$ cat src/rtl/fcmp_pkg.sv
// Package: shared widths and the operand classification record for the
// compare predicate unit. Assumes IEEE-754 binary32 and binary64 layouts.
package fcmp_pkg;
    parameter int SP_EXP_W = 8;
    parameter int SP_MAN_W = 23;
    parameter int DP_EXP_W = 11;
    parameter int DP_MAN_W = 52;
    localparam int OPND_W  = 1 + DP_EXP_W + DP_MAN_W;
    localparam int MAG_W   = OPND_W - 1;
    localparam int PRED_W  = 4;
    localparam int CC_W    = 3;

    // Relation mask bit positions inside the predicate code
    localparam int MB_UNORD = 0;
    localparam int MB_EQUAL = 1;
    localparam int MB_LESS  = 2;
    localparam int MB_SIGNL = 3;

    typedef struct packed {
        logic             sign;
        logic             is_nan;
        logic             is_snan;
        logic             is_zero;
        logic [MAG_W-1:0] mag;
    } opnd_class_t;
endpackage

$ cat src/rtl/fcmp_classify.sv
// Module: fcmp_classify
// Splits one operand of a given exponent/mantissa width into sign, NaN,
// signaling NaN, zero and a zero-extended magnitude. Assumes the quiet bit
// is the most significant mantissa bit.
module fcmp_classify
    import fcmp_pkg::*;
#(
    parameter int EXP_W = 8,
    parameter int MAN_W = 23
) (
    input  logic [EXP_W+MAN_W:0] bits_in,
    output opnd_class_t          cls
);
    localparam int W = 1 + EXP_W + MAN_W;

    logic [EXP_W-1:0] exp_f;
    logic [MAN_W-1:0] man_f;

    assign exp_f = bits_in[W-2 -: EXP_W];
    assign man_f = bits_in[MAN_W-1:0];

    // Derive classification flags from the field values
    always_comb begin
        cls         = '0;
        cls.sign    = bits_in[W-1];
        cls.is_nan  = (&exp_f) && (|man_f);
        cls.is_snan = (&exp_f) && (|man_f) && !man_f[MAN_W-1];
        cls.is_zero = (exp_f == '0) && (man_f == '0);
        cls.mag     = MAG_W'(bits_in[W-2:0]);
    end
endmodule

$ cat src/rtl/fcmp_relate.sv
// Module: fcmp_relate
// Decides which relation holds between two classified operands: less,
// equal, unordered, or none of them (greater). Assumes both classes come
// from the same format.
module fcmp_relate
    import fcmp_pkg::*;
(
    input  logic        clk,
    input  logic        rst_n,
    input  opnd_class_t cls_a,
    input  opnd_class_t cls_b,
    output logic        rel_lt,
    output logic        rel_eq,
    output logic        rel_un
);
    logic both_zero;
    logic mag_lt;
    logic mag_gt;
    logic ord_lt;

    // Compare magnitudes once for both directions
    always_comb begin
        mag_lt    = cls_a.mag < cls_b.mag;
        mag_gt    = cls_b.mag < cls_a.mag;
        both_zero = cls_a.is_zero && cls_b.is_zero;
    end

    // Sign-magnitude ordering for non-NaN operands
    always_comb begin
        if (cls_a.sign && !cls_b.sign)
            ord_lt = !both_zero;
        else if (!cls_a.sign && cls_b.sign)
            ord_lt = 1'b0;
        else if (cls_a.sign)
            ord_lt = mag_gt;
        else
            ord_lt = mag_lt;
    end

    // Final relation outputs with unordered dominating
    always_comb begin
        rel_un = cls_a.is_nan || cls_b.is_nan;
        rel_eq = !rel_un && (both_zero ||
                 (cls_a.sign == cls_b.sign && cls_a.mag == cls_b.mag));
        rel_lt = !rel_un && ord_lt;
    end

    p_one_rel_r3: assert property (@(posedge clk) disable iff (!rst_n)
        $onehot0({rel_lt, rel_eq, rel_un}));
    p_nan_unord_r3: assert property (@(posedge clk) disable iff (!rst_n)
        (cls_a.is_nan || cls_b.is_nan) |-> (rel_un && !rel_eq && !rel_lt));
    p_zero_eq_r4: assert property (@(posedge clk) disable iff (!rst_n)
        (cls_a.is_zero && cls_b.is_zero) |-> rel_eq);
endmodule

$ cat src/rtl/fcmp_select.sv
// Module: fcmp_select
// Applies the predicate mask to the relation and derives the invalid flag.
// Assumes at most one relation input is high.
module fcmp_select
    import fcmp_pkg::*;
(
    input  logic              clk,
    input  logic              rst_n,
    input  logic [PRED_W-1:0] pred,
    input  logic              rel_lt,
    input  logic              rel_eq,
    input  logic              rel_un,
    input  logic              any_snan,
    output logic              cond,
    output logic              inv
);
    // Condition from mask and relation; invalid from NaN kind and predicate
    always_comb begin
        cond = (pred[MB_LESS]  && rel_lt) ||
               (pred[MB_EQUAL] && rel_eq) ||
               (pred[MB_UNORD] && rel_un);
        inv  = rel_un && (pred[MB_SIGNL] || any_snan);
    end

    p_sig_inv_r7: assert property (@(posedge clk) disable iff (!rst_n)
        (pred[MB_SIGNL] && rel_un) |-> inv);
    p_inv_unord_r8: assert property (@(posedge clk) disable iff (!rst_n)
        inv |-> rel_un);
endmodule

$ cat src/rtl/fcmp_pred_unit.sv
// Module: fcmp_pred_unit (top)
// Compares two operands in single or double precision under a 4-bit
// predicate and registers the condition, invalid flag and condition-code
// index. Assumes single-precision operands sit in bits [31:0].
module fcmp_pred_unit
    import fcmp_pkg::*;
(
    input  logic              clk,
    input  logic              rst_n,
    input  logic              in_valid,
    input  logic              fmt_dbl,
    input  logic [PRED_W-1:0] pred,
    input  logic [CC_W-1:0]   cc_idx,
    input  logic [OPND_W-1:0] op_a,
    input  logic [OPND_W-1:0] op_b,
    output logic              out_valid,
    output logic              cond_out,
    output logic              invalid_out,
    output logic [CC_W-1:0]   cc_out
);
    localparam int SP_W = 1 + SP_EXP_W + SP_MAN_W;

    logic [OPND_W-1:0] opnd [2];
    opnd_class_t       cls_sp [2];
    opnd_class_t       cls_dp [2];
    opnd_class_t       cls_sel [2];
    logic              rel_lt, rel_eq, rel_un;
    logic              cond_c, inv_c;

    assign opnd[0] = op_a;
    assign opnd[1] = op_b;

    for (genvar gi = 0; gi < 2; gi++) begin : g_opnd
        fcmp_classify #(.EXP_W(SP_EXP_W), .MAN_W(SP_MAN_W)) i_cls_sp (
            .bits_in (opnd[gi][SP_W-1:0]),
            .cls     (cls_sp[gi])
        );
        fcmp_classify #(.EXP_W(DP_EXP_W), .MAN_W(DP_MAN_W)) i_cls_dp (
            .bits_in (opnd[gi]),
            .cls     (cls_dp[gi])
        );
        // Pick the classification that matches the format input
        assign cls_sel[gi] = fmt_dbl ? cls_dp[gi] : cls_sp[gi];
    end

    fcmp_relate i_relate (
        .clk    (clk),
        .rst_n  (rst_n),
        .cls_a  (cls_sel[0]),
        .cls_b  (cls_sel[1]),
        .rel_lt (rel_lt),
        .rel_eq (rel_eq),
        .rel_un (rel_un)
    );

    fcmp_select i_select (
        .clk      (clk),
        .rst_n    (rst_n),
        .pred     (pred),
        .rel_lt   (rel_lt),
        .rel_eq   (rel_eq),
        .rel_un   (rel_un),
        .any_snan (cls_sel[0].is_snan || cls_sel[1].is_snan),
        .cond     (cond_c),
        .inv      (inv_c)
    );

    // Output register: loads on a valid request, holds otherwise
    always_ff @(posedge clk) begin
        if (!rst_n) begin
            out_valid   <= 1'b0;
            cond_out    <= 1'b0;
            invalid_out <= 1'b0;
            cc_out      <= '0;
        end else begin
            out_valid <= in_valid;
            if (in_valid) begin
                cond_out    <= cond_c;
                invalid_out <= inv_c;
                cc_out      <= cc_idx;
            end
        end
    end

    p_valid_lat_r1: assert property (@(posedge clk) disable iff (!rst_n)
        $past(rst_n) |-> (out_valid == $past(in_valid)));
    p_hold_r1: assert property (@(posedge clk) disable iff (!rst_n)
        ($past(rst_n) && !$past(in_valid)) |->
        ($stable(cond_out) && $stable(invalid_out) && $stable(cc_out)));
    p_cc_pass_r6: assert property (@(posedge clk) disable iff (!rst_n)
        ($past(rst_n) && $past(in_valid)) |-> (cc_out == $past(cc_idx)));
endmodule

$ cat config.mk
export PLATFORM = sky130hd
export DESIGN_NAME = fcmp_pred_unit
export DESIGN_NICKNAME = d
export VERILOG_FILES = /design/src/rtl/fcmp_pkg.sv /design/src/rtl/fcmp_classify.sv /design/src/rtl/fcmp_relate.sv /design/src/rtl/fcmp_select.sv /design/src/rtl/fcmp_pred_unit.sv
export SDC_FILE = /design/constraint.sdc
export NUM_CORES = 1
export LEC_CHECK = 0
export CAP_MARGIN = 20
export CORE_MARGIN = 1.5
export CORE_UTILIZATION = 25
export DETAILED_ROUTE_END_ITERATION = 7
export MAX_ROUTING_LAYER = met4
export PLACE_DENSITY_LB_ADDON = 0.08
export RECOVER_POWER = 100
export SETUP_SLACK_MARGIN = 0.15
export SKIP_CTS_REPAIR_TIMING = 1
export SLEW_MARGIN = 20
export SYNTH_ARGS = -nofsm -noshare
export SYNTH_HDL_FRONTEND = slang
export SYNTH_HIERARCHICAL = 1
export SYNTH_SLANG_ARGS = --single-unit
$ cat constraint.sdc
create_clock -name clk -period 3.7 [get_ports clk]
set_input_delay 0.74 -clock clk [delete_from_list [all_inputs] [get_ports clk]]
set_output_delay 0.74 -clock clk [all_outputs]
set_load 0.05 [all_outputs]
==> results.yml <==
detailed_routing:
  detailedRoute.firstIterationViolations: 147
  avgViaCountPerCell: 4.177
  wire_length_per_cell_um: 15.36
  postRouteWirelength_mm: 18.21
  detailroute.via_count: 4950
  ant_nets: 0
  dr.pass1.iters: 5
  drc: 0
sta:
  clock_skew_ps: 0
  report.final.hold_viol_count: 0
  worst_slew_margin_rel_pct: 63.94
  slew_viol_final: 0
  total_setup_violations_reported_at_the_end_of_the_flow: 0
  max_freq_ghz: 0.2738
  hold_ws_ps: 514.0
  fin_ws_ps: 47.18
  layout_min_cycle_time_ps: 3653
  timing.final.crit_share_pct: 98.72
  rsz0062_at_grt: "yes"
  worst_slew_pin_slew_ps: 539.1
pwr:
  peakVddDrop_uv: 210.2
  pwr-share-clk_pct: 15.3
  internal-power_mw: 0.7212
  p_per_area_nw_per_um2: 134.4
  switching_share_pct: 37.11
  share_comb_of_total_power_pct: 78.6
  power.static_leakage_nw: 4.827
  post-layout-total-power_mw: 1.147
  p_seq_share_pct: 6.1
  p_sw_mw: 0.4256
critical_path:
  startpoint_type: "input pin"
  crit_chain: "dlymetal6s2s_1, nor4_2, buf_4, nand4_1, nor4_4, nor3_2, mux2_2, or2_2, or3_2, or4_4, nand3_2, a222oi_1, inv_1, mux2i_1, nor2b_1"
  critical_path_arrival_ps: 3820
  path_max_fanout: 2
  critical_path_s_slowest_cell: "sky130_fd_sc_hd__or4_4"
  worstReg2RegStart: "cond_out"
  timing.critical_path.required_ps: 3870
  critical_path.startpoint: "op_a[19]"
  endpoint_kind: "register"
  worst-setup-path-type: "input pin to register"
  critPathMaxStageDelay_ps: 420
min_path:
  worst_hold_startpoint: "cc_out[1]"
  hp-class: "register to register"
synthesis:
  netlist_area_um2: 6191
  ys.warnings.count: 6
  syn_inst_count: 758
  post_synth.cell_area_avg_um2: 8.167
grt:
  antenna_found_initial: 1
  grt_overflow_total: 0
  grt_pass1_vias: 5129
  wire_length_of_the_first_global_routing_pass_mm: 27.04
  track_usage_pct: 13.70
  pin_count_of_the_biggest_net_entering_global_routing: 37
placed_design:
  placement.io_buffers: 144
  place.detailed.hpwl_mm: 15.62
  routabilityCongestion: 0.8770
  dpl_worst_slack_ps: -715.4
clock_network:
  cts-root-to-sink-buffers: 2
  library_cell_used_as_clock_root_buffer: "sky130_fd_sc_hd__clkbuf_16"
  insertion_delay_ps: 230
  tritoncts_num_sinks: 6
  tritoncts.num_buffers: 3
  ctsHtreeMaxLevel: 1
  clk_transition_reported_paths_ps: 30
  cts_tree: "yes"
floorplan:
  initial_core_util_pct: 25.46
  fp.dieW_um: 160.4
  dieHeight_um: 160.4
  dieArea_um2: 25720
  boundaryPins: 145
  core.rowCount: 57
  floorplan.core_area_um2: 24320
finish:
  finalNetCount: 1066
  drive_gt1_share_pct: 43.37
  area_growth_pct: 37.79
status:
  outcome: "finished, final reports clean"
run:
  max_cap_violations: 0
power by group through the flow:
stage                     combinational, mW  sequential (mW)  clock, mW
after CTS                             0.850           0.0699      0.180
after floorplan                       0.591           0.0817          0
final                                 0.901           0.0696      0.176
after detailed placement              0.844           0.0708          0
after global routing                  0.997           0.0699      0.186
after global placement                0.837           0.0708          0
critical path: cells and delay by family:
| family | cells | cell delay, ps |
|---|---|---|
| and+or+nand+nor | 9 | 2260 |
| buffers and inverters | 3 | 380 |
| muxes | 2 | 330 |
| AOI/OAI and AO/OA | 1 | 100 |
registers in the layout (all words and copies together), names as in the netlist:
register / flops
out_valid: 1
cond_out: 1
invalid_out: 1
cc_out: 3
final cells by class:
class                      count  area, µm²
fill                        2538      15790
multi-input combinational    473       4521
tap                          324      405.4
sequential                     6      120.1
inverter                      68      255.2
clock buffer                   3      75.07
timing repair buffer         310       3152
antenna                        1      2.502
worst paths after layout:
path / to / slack, ps / cells after the start
setup / recovery: cond_out / 50 / 15
hold / removal: cc_out[1] / 510 / 2
setup reg to reg: cond_out / 3090 / 2
hold reg to reg: cc_out[1] / 510 / 2
per-layer routing:
layer	track usage, %	part of all wire, %	up-vias
met5	-	0	-
met4	1.189	0.41	0
met3	1.601	3.9	8
met2	23.22	48	112
met1	18.11	48	2251
li1	-	-	2579
through the flow:
stage | utilization [%] | instances | TNS (ps) | instance area, µm²
2_1_floorplan | - | 820 | 0 | 6529
3_3_place_gp | 30.87 | 1168 | -681.7 | 7508
3_5_place_dp | 30.87 | 1168 | -715.4 | 7508
4_1_cts | 31.18 | 1171 | -488.6 | 7584
5_1_grt | 35.08 | 1185 | -102.7 | 8531
6_report | 35.08 | 1185 | 0 | 8531
layout by cell type (no fill, tap or decap), types with 20 or more instances in the layout:
cell type / n
sky130_fd_sc_hd__ha_1: 52
sky130_fd_sc_hd__buf_4: 153
sky130_fd_sc_hd__mux2_2: 93
sky130_fd_sc_hd__a21oi_1: 25
sky130_fd_sc_hd__nand4_1: 26
sky130_fd_sc_hd__nor4_2: 20
sky130_fd_sc_hd__inv_1: 65
sky130_fd_sc_hd__mux2_4: 39
sky130_fd_sc_hd__dlymetal6s2s_1: 120
sky130_fd_sc_hd__conb_1: 64
No activity file was read; power rests on OpenSTA's default activity.
